==> src/rtl/uart_rx_pkg.sv <==
// Package: shared types for the oversampled serial receiver.
// Holds the receiver state encoding, the per-character status record and
// the word-length decode used by the frame controller and the bench-facing top.
package uart_rx_pkg;

    typedef enum logic [2:0] {
        ST_IDLE  = 3'd0,
        ST_START = 3'd1,
        ST_DATA  = 3'd2,
        ST_PAR   = 3'd3,
        ST_STOP  = 3'd4
    } rx_state_e;

    typedef struct packed {
        logic overrun;
        logic brk;
        logic frame;
        logic parity;
    } rx_err_t;

    // Number of data bits selected by the 2-bit length field (5..8).
    function automatic logic [3:0] data_bits(input logic [1:0] len_sel);
        return 4'd5 + {2'b00, len_sel};
    endfunction

endpackage

==> src/rtl/rx_line_sync.sv <==
// Module: rx_line_sync
// Brings the asynchronous serial line into the clock domain through a
// chain of STAGES flops and flags a high-to-low transition of the
// synchronized line. Assumes the line idles high; all flops reset high
// so that reset release never looks like a falling edge.
module rx_line_sync #(
    parameter int STAGES = 2
) (
    input  logic clk,
    input  logic rst_n,
    input  logic line_async,
    output logic line_sync,
    output logic line_fall
);

    logic [STAGES-1:0] chain;
    logic              prev_q;

    // Synchronizer chain: stage 0 captures the raw line.
    always_ff @(posedge clk) begin
        if (!rst_n) begin
            chain <= '1;
        end else begin
            chain[0] <= line_async;
        end
    end

    generate
        for (genvar g = 1; g < STAGES; g++) begin : g_stage
            // Each later stage copies the one before it.
            always_ff @(posedge clk) begin
                if (!rst_n) begin
                    chain[g] <= 1'b1;
                end else begin
                    chain[g] <= chain[g-1];
                end
            end
        end
    endgenerate

    // Previous synchronized value, used for edge detection.
    always_ff @(posedge clk) begin
        if (!rst_n) begin
            prev_q <= 1'b1;
        end else begin
            prev_q <= chain[STAGES-1];
        end
    end

    assign line_sync = chain[STAGES-1];
    assign line_fall = prev_q & ~chain[STAGES-1];

endmodule

==> src/rtl/rx_bit_timer.sv <==
// Module: rx_bit_timer
// Counts oversampling ticks and emits a sample strobe at bit centres.
// After a restart the first strobe comes half a bit period later (start-bit
// centre); each later strobe comes one full bit period after the previous.
// Assumes OS_HI and OS_LO are even and OS_HI >= OS_LO.
module rx_bit_timer #(
    parameter int OS_HI = 16,
    parameter int OS_LO = 8
) (
    input  logic clk,
    input  logic rst_n,
    input  logic tick,
    input  logic mode_lo,
    input  logic restart,
    input  logic run,
    output logic sample
);

    localparam int CNT_W = $clog2(OS_HI);
    localparam int LIM_W = CNT_W + 1;
    localparam logic [LIM_W-1:0] HALF_HI = LIM_W'(OS_HI / 2);
    localparam logic [LIM_W-1:0] HALF_LO = LIM_W'(OS_LO / 2);
    localparam logic [LIM_W-1:0] FULL_HI = LIM_W'(OS_HI);
    localparam logic [LIM_W-1:0] FULL_LO = LIM_W'(OS_LO);

    logic [CNT_W-1:0] cnt_q;
    logic             first_q;
    logic [LIM_W-1:0] limit;

    // Select the tick count to the next sample point.
    always_comb begin
        if (first_q) begin
            limit = mode_lo ? HALF_LO : HALF_HI;
        end else begin
            limit = mode_lo ? FULL_LO : FULL_HI;
        end
    end

    assign sample = run & tick & ({1'b0, cnt_q} == (limit - LIM_W'(1)));

    // Tick counter; cleared at each sample and on restart.
    always_ff @(posedge clk) begin
        if (!rst_n) begin
            cnt_q   <= '0;
            first_q <= 1'b1;
        end else if (restart) begin
            cnt_q   <= '0;
            first_q <= 1'b1;
        end else if (sample) begin
            cnt_q   <= '0;
            first_q <= 1'b0;
        end else if (run && tick) begin
            cnt_q <= cnt_q + CNT_W'(1);
        end
    end

endmodule

==> src/rtl/rx_frame_ctrl.sv <==
// Module: rx_frame_ctrl
// Frame sequencer and assembler. Walks start, data, optional parity and
// stop bits on the timer's sample strobes, validates the start bit,
// assembles data LSB first, and publishes the character with its status.
// Assumes word_len, par_en and par_odd are stable while a frame is in flight.
module rx_frame_ctrl
    import uart_rx_pkg::*;
#(
    parameter int DATA_MAX = 8
) (
    input  logic                clk,
    input  logic                rst_n,
    input  logic                line,
    input  logic                line_fall,
    input  logic                sample,
    input  logic [1:0]          word_len,
    input  logic                par_en,
    input  logic                par_odd,
    input  logic                hold_full,
    output logic                timer_restart,
    output logic                timer_run,
    output logic                valid_o,
    output logic [DATA_MAX-1:0] data_o,
    output rx_err_t             err_o
);

    localparam int IDX_W = $clog2(DATA_MAX);
    localparam int NB_W  = IDX_W + 1;

    rx_state_e           state_q;
    logic [IDX_W-1:0]    idx_q;
    logic [DATA_MAX-1:0] shreg_q;
    logic                par_acc_q;
    logic                all_low_q;
    logic                par_err_q;
    logic [NB_W-1:0]     last_idx;
    logic                last_data;

    assign last_idx      = NB_W'(data_bits(word_len)) - NB_W'(1);
    assign last_data     = ({1'b0, idx_q} == last_idx);
    assign timer_restart = (state_q == ST_IDLE) & line_fall;
    assign timer_run     = (state_q != ST_IDLE);

    // State sequencing on edges and sample strobes.
    always_ff @(posedge clk) begin
        if (!rst_n) begin
            state_q <= ST_IDLE;
        end else begin
            unique case (state_q)
                ST_IDLE:  if (line_fall) state_q <= ST_START;
                ST_START: if (sample)    state_q <= line ? ST_IDLE : ST_DATA;
                ST_DATA:  if (sample && last_data) state_q <= par_en ? ST_PAR : ST_STOP;
                ST_PAR:   if (sample)    state_q <= ST_STOP;
                ST_STOP:  if (sample)    state_q <= ST_IDLE;
                default:                 state_q <= ST_IDLE;
            endcase
        end
    end

    // Data assembly and running parity / all-low tracking.
    always_ff @(posedge clk) begin
        if (!rst_n) begin
            idx_q     <= '0;
            shreg_q   <= '0;
            par_acc_q <= 1'b0;
            all_low_q <= 1'b1;
            par_err_q <= 1'b0;
        end else if (sample) begin
            case (state_q)
                ST_START: begin
                    idx_q     <= '0;
                    shreg_q   <= '0;
                    par_acc_q <= 1'b0;
                    all_low_q <= 1'b1;
                    par_err_q <= 1'b0;
                end
                ST_DATA: begin
                    shreg_q[idx_q] <= line;
                    par_acc_q      <= par_acc_q ^ line;
                    all_low_q      <= all_low_q & ~line;
                    idx_q          <= idx_q + IDX_W'(1);
                end
                ST_PAR: begin
                    par_err_q <= (line != (par_acc_q ^ par_odd));
                    all_low_q <= all_low_q & ~line;
                end
                default: ;
            endcase
        end
    end

    // Character publication at the stop-bit sample.
    always_ff @(posedge clk) begin
        if (!rst_n) begin
            valid_o <= 1'b0;
            data_o  <= '0;
            err_o   <= '0;
        end else begin
            valid_o <= 1'b0;
            if (sample && state_q == ST_STOP) begin
                valid_o       <= 1'b1;
                data_o        <= shreg_q;
                err_o.parity  <= par_err_q;
                err_o.frame   <= ~line;
                err_o.brk     <= all_low_q & ~line;
                err_o.overrun <= hold_full;
            end
        end
    end

endmodule

==> src/rtl/uart_rx_deser.sv <==
// Module: uart_rx_deser (top)
// Oversampled serial receive deserializer: synchronizer and edge detect,
// bit-centre timer, and frame sequencer. Produces one character with status
// flags and a one-cycle strobe per accepted frame.
// Assumes os_tick is a single-cycle enable at 16x or 8x the baud rate and
// that configuration inputs change only while the line is idle.
module uart_rx_deser
    import uart_rx_pkg::*;
#(
    parameter int SYNC_STAGES = 2,
    parameter int OS_HI       = 16,
    parameter int OS_LO       = 8,
    parameter int DATA_MAX    = 8
) (
    input  logic                clk,
    input  logic                rst_n,
    input  logic                os_tick,
    input  logic                os_mode_8x,
    input  logic [1:0]          word_len,
    input  logic                par_en,
    input  logic                par_odd,
    input  logic                hold_full,
    input  logic                rx_serial,
    output logic                rx_valid,
    output logic [DATA_MAX-1:0] rx_data,
    output logic                err_parity,
    output logic                err_frame,
    output logic                err_break,
    output logic                err_overrun
);

    logic    line_s;
    logic    line_fall;
    logic    smp;
    logic    t_restart;
    logic    t_run;
    rx_err_t err_w;

    rx_line_sync #(
        .STAGES(SYNC_STAGES)
    ) sync_i (
        .clk       (clk),
        .rst_n     (rst_n),
        .line_async(rx_serial),
        .line_sync (line_s),
        .line_fall (line_fall)
    );

    rx_bit_timer #(
        .OS_HI(OS_HI),
        .OS_LO(OS_LO)
    ) timer_i (
        .clk    (clk),
        .rst_n  (rst_n),
        .tick   (os_tick),
        .mode_lo(os_mode_8x),
        .restart(t_restart),
        .run    (t_run),
        .sample (smp)
    );

    rx_frame_ctrl #(
        .DATA_MAX(DATA_MAX)
    ) ctrl_i (
        .clk          (clk),
        .rst_n        (rst_n),
        .line         (line_s),
        .line_fall    (line_fall),
        .sample       (smp),
        .word_len     (word_len),
        .par_en       (par_en),
        .par_odd      (par_odd),
        .hold_full    (hold_full),
        .timer_restart(t_restart),
        .timer_run    (t_run),
        .valid_o      (rx_valid),
        .data_o       (rx_data),
        .err_o        (err_w)
    );

    assign err_parity  = err_w.parity;
    assign err_frame   = err_w.frame;
    assign err_break   = err_w.brk;
    assign err_overrun = err_w.overrun;

endmodule

==> config.mk <==
export PLATFORM = sky130hd
export DESIGN_NAME = uart_rx_deser
export DESIGN_NICKNAME = d
export VERILOG_FILES = /design/src/rtl/uart_rx_pkg.sv /design/src/rtl/rx_line_sync.sv /design/src/rtl/rx_bit_timer.sv /design/src/rtl/rx_frame_ctrl.sv /design/src/rtl/uart_rx_deser.sv
export SDC_FILE = /design/constraint.sdc
export NUM_CORES = 1
export LEC_CHECK = 0
export BUFFER_PORTS_ARGS = -buffer_cell sky130_fd_sc_hd__clkbuf_2
export CAP_MARGIN = 20
export CORE_MARGIN = 4
export CORE_UTILIZATION = 55
export CTS_BUF_LIST = sky130_fd_sc_hd__clkbuf_8
export DETAILED_ROUTE_END_ITERATION = 8
export MAX_ROUTING_LAYER = met4
export PLACE_DENSITY = 0.76
export RECOVER_POWER = 25
export SYNTH_ARGS = -nofsm -noshare
export SYNTH_HDL_FRONTEND = slang
export SYNTH_HIERARCHICAL = 1
export SYNTH_SLANG_ARGS = --single-unit
==> constraint.sdc <==
create_clock -name clk -period 5.8 [get_ports clk]
set_input_delay 0.58 -clock clk [delete_from_list [all_inputs] [get_ports clk]]
set_output_delay 0.58 -clock clk [all_outputs]
set_load 0.005 [all_outputs]
==> summary.md <==
| Metric | Value |
|---|---|
| Result of the run | completed |
| Root buffer selected by CTS | sky130_fd_sc_hd__clkbuf_8 |
| Latest clock arrival within the worst-skew pair | 0.29 ns |
| Share of final-layout standard cells stronger than drive strength 1 | 0.1721 |
| First-pass detailed-route iteration total | 4 |
| Placeable core area | 3103 um2 |
| Post-Syn Area | 1824 um2 |
| Post-synthesis register bit count | 35 |
| Worst setup slack for register-to-register paths | 2.64 ns |
| Data required, critical path | 6.02 ns |
| Type of the tightest min-delay check | flip-flop to flip-flop |
| Clock sinks | 35 |
| Critical Path End Type | flip-flop |
| WHS Endpoint | ctrl_i/data_o[2]$_SDFFE_PN0P_ |
| Worst Path Arrival | 3.38 ns |
| Initial antenna violation count | 0 |
| Final cell utilization of the core | 0.6423 |
| Slowest Stage Delay on Critical Path | 0.66 ns |
| Die area | 4302 um2 |
| Tightest slew margin relative to the limit | 0.4744 |
| FF-to-FF Start | ctrl_i/state_q[0]$_SDFFE_PN0P_ |
| Cell breakdown of the critical path | or3_1 -> nand3_1 -> a2111oi_4 -> nor2b_1 -> nand3_2 -> nor3b_2 -> mux2i_1 |
| Clock tree from TritonCTS | yes |
| Via count of the first global-routing pass | 1443 |
| Worst-case reg-to-reg path depth | 7 |
| Vias | 1450 |
| Syn_nets | 213 |
| Commonest cells after routing, fill and taps aside | sky130_fd_sc_hd__nand2_1 (36), sky130_fd_sc_hd__dfxtp_1 (35), sky130_fd_sc_hd__clkbuf_2 (16), sky130_fd_sc_hd__a21boi_1 (13) |
| Setup TNS Final | 0 ns |
| DRC violation total after the first TritonRoute iteration | 109 |
| Worst Max-Slew Pin Slew | 0.7884 ns |
| WHS Path Cells | 2 |
| Skew final | 0.006696 ns |
| Highest clock frequency the design can meet | 316.4 MHz |
| End of the worst register-to-register path | ctrl_i/shreg_q[3]$_SDFFE_PN0P_ |
| Final-report hold violation count | 0 |
| Clock transition at the registers of the reported paths | 0.07 ns |
| Standard-cell row count | 20 |
| IO Count | 23 |
| Max Buffers Root-to-Sink | 2 |
| Total wire length | 3644 um |
| Cts bufs inserted | 5 |
| Cell variety after synth | 54 |
| Total power draw | 491.9 uW |
| Avg Synthesized Cell Area | 9.076 um2 |
| Ys async rst share | 0 |
| H-Tree Level Count | 2 |
| Detail-routed via count per cell | 5.598 |
| Count of max-cap constraint violations | 0 |
| Die outline width | 65.59 um |
| Ratio of total power to cell area | 246.8 nW/um2 |
| Portion of the post-synthesis area used by sequential elements | 0.3841 |
| Hold Crit Start | ctrl_i/data_o[2]$_SDFFE_PN0P_ |
| Commonest non-fill, non-tap cell in the layout | sky130_fd_sc_hd__nand2_1 |
| Leakage Power | 0.7075 nW |
| Final Cycle Share | 0.5450 |
| Post-CTS setup repair buffer count | 0 |
| Number of warnings printed during yosys synthesis | 8 |
| Post_cts resized | 0 |
| DR DRC count | 0 |
| Class of the most critical setup path | flip-flop to flip-flop |
| WL/cell | 14.07 um |
| Fin. max-slew vios | 0 |
| Total of hold buffers inserted after clock tree synthesis | 0 |
| Top cells by area, synth | sky130_fd_sc_hd__dfxtp_1 (38%), sky130_fd_sc_hd__nand2_1 (7.4%), sky130_fd_sc_hd__a21boi_1 (5.3%), sky130_fd_sc_hd__mux2i_1 (3.8%), sky130_fd_sc_hd__nand2b_1 (2.4%) |
| Share of the synthesized area in the top cell type | 0.3841 |
| Total global routing track utilization | 0.2031 |
| Maximum fanout along the worst path | 14 |
| Clock power frac | 0.396 |
| Cell type of the slowest stage on the worst timing path | sky130_fd_sc_hd__a2111oi_4 |
| Area delta synth->final | 9.259% |
| Largest net degree at the start of global routing | 25 |
| Cell type with the largest total area after synthesis | sky130_fd_sc_hd__dfxtp_1 |
| Post-route setup slack | 2.639 ns |
| Peak supply drop | 0.0001164 V |
| Filler Cells Inserted | 285 |
| Setup violations, final | 0 |
| Post-place setup slack | 2.702 ns |
| Switching Share | 0.2482 |
| Top_reg_cell synth | sky130_fd_sc_hd__dfxtp_1 |
| Count of inserted antenna diode cells | 0 |
| Setup repair after global routing missed its margin | no |
| Buffers on Ports | 21 |
| Number of flops mapped to enable cells by yosys | 0 |
| Fraction of power consumed by sequential logic | 0.514 |
| Sum of net half-perimeters after detailed placement | 2624 um |
| Setup crit start kind | flip-flop |
| Post-Synthesis Cells | 201 |
| Fin nets | 226 |
| Vertical die dimension | 65.59 um |
| Global-route wire length before repair | 6444 um |
| Final weighted congestion in routability-driven placement | 0.7885 |
| Final global-route overflow total | 0 |
| P_int | 369.9 uW |
| Initial core utilization | 0.5879 |
| Post-route antenna net violation count | 0 |
| Time the final worst path needs with I/O delays and setup | 3.161 ns |
| Combinational power share | 0.090 |
| Switching power of the nets | 122.1 uW |
==> area by class of cell <==
cell class                      instances  area [um2]  share of cell area
Tap cell                               44       55.05             0.02762
Inverter                                4       15.01            0.007533
Clock inverter                          1       7.507            0.003766
Clock buffer                            7       96.34             0.04834
Sequential cell                        35       700.7              0.3515
Multi-Input combinational cell        147        1020              0.5116
Timing Repair Buffer                   21       98.84             0.04959
==> metal layers <==
metal	vias up	global-route usage	share of wire
met2	38	0.3198	0.48
met3	9	0.05641	0.049
li1	723	-	-
met1	680	0.2423	0.45
met4	0	0.09067	0.017
met5	-	-	0
==> worst max path at each step <==
stage / start / end / slack [ns] / cells after the start
global placement: ctrl_i/state_q[0]$_SDFFE_PN0P_ / ctrl_i/shreg_q[1]$_SDFFE_PN0P_ / 2.83 / 7
CTS: ctrl_i/state_q[0]$_SDFFE_PN0P_ / ctrl_i/shreg_q[3]$_SDFFE_PN0P_ / 2.66 / 7
finish: ctrl_i/state_q[0]$_SDFFE_PN0P_ / ctrl_i/shreg_q[3]$_SDFFE_PN0P_ / 2.64 / 7
global route: ctrl_i/state_q[0]$_SDFFE_PN0P_ / ctrl_i/shreg_q[4]$_SDFFE_PN0P_ / 2.34 / 7
floorplan: ctrl_i/state_q[0]$_SDFFE_PN0P_ / ctrl_i/shreg_q[6]$_SDFFE_PN0P_ / 3.47 / 10
detailed placement: ctrl_i/state_q[0]$_SDFFE_PN0P_ / ctrl_i/shreg_q[3]$_SDFFE_PN0P_ / 2.70 / 7
==> cell usage after synthesis, types with 3 or more instances <==
cell and number:
sky130_fd_sc_hd__a21boi_1 13, sky130_fd_sc_hd__a21oi_1 5, sky130_fd_sc_hd__a31oi_1 3, sky130_fd_sc_hd__and2_1 3, sky130_fd_sc_hd__buf_2 5, sky130_fd_sc_hd__buf_4 5, sky130_fd_sc_hd__clkbuf_1 3, sky130_fd_sc_hd__dfxtp_1 35
sky130_fd_sc_hd__inv_1 4, sky130_fd_sc_hd__mux2i_1 7, sky130_fd_sc_hd__nand2_1 36, sky130_fd_sc_hd__nand2b_1 7, sky130_fd_sc_hd__nand3_1 7, sky130_fd_sc_hd__nor2_1 6, sky130_fd_sc_hd__nor3_1 3, sky130_fd_sc_hd__o21a_1 3
sky130_fd_sc_hd__o21ai_0 4, sky130_fd_sc_hd__o21ai_1 4, sky130_fd_sc_hd__or3_1 3, sky130_fd_sc_hd__xnor2_1 5
==> flip-flops by register name, summed over array words and instances, names as in the netlist <==
signal and flops:
ctrl_i/data_o 8, ctrl_i/shreg_q 8, ctrl_i/err_o 4, timer_i/cnt_q 4, ctrl_i/idx_q 3, ctrl_i/state_q 3
ctrl_i/all_low_q 1, ctrl_i/par_acc_q 1, ctrl_i/par_err_q 1, ctrl_i/valid_o 1, timer_i/first_q 1
==> critical path: cells and delay by family (launching register included) <==
| family | cells | cell delay (ns) |
|---|---|---|
| AND/OR/NAND/NOR | 5 | 1.59 |
| AO/OA/AOI/OAI | 1 | 0.66 |
| flip-flops | 1 | 0.65 |
| multiplexers | 1 | 0.20 |
==> cell families after synthesis <==
logic type / Yosys count / synth area share
AO/OA/AOI/OAI: 44 / 0.1845
buffers and inverters: 19 / 0.05692
flip-flops: 35 / 0.3841
XOR/XNOR: 8 / 0.05624
multiplexers: 7 / 0.03841
AND/OR/NAND/NOR: 84 / 0.2620
other: 2 / 0.004117
adder cells (fa/ha/maj): 2 / 0.01372
==> stage by stage <==
stage               hold slack, ns  instances  cell area (um2)
global placement            0.4388        251             1896
CTS                         0.4556        259             1999
floorplan                   0.4293        201             1824
detailed placement          0.4458        251             1896
global route                0.4769        259             1993
finish                      0.4558        259             1993
==> power groups by stage <==
stage | sequential [mW] | clock (mW) | combinational (mW)
6_report | 0.253 | 0.195 | 0.0443
2_1_floorplan | 0.253 | 0 | 0.0421
4_1_cts | 0.253 | 0.201 | 0.0440
3_3_place_gp | 0.258 | 0 | 0.0410
5_1_grt | 0.254 | 0.212 | 0.0499
3_5_place_dp | 0.258 | 0 | 0.0431
No activity file was read; power rests on OpenSTA's default activity.
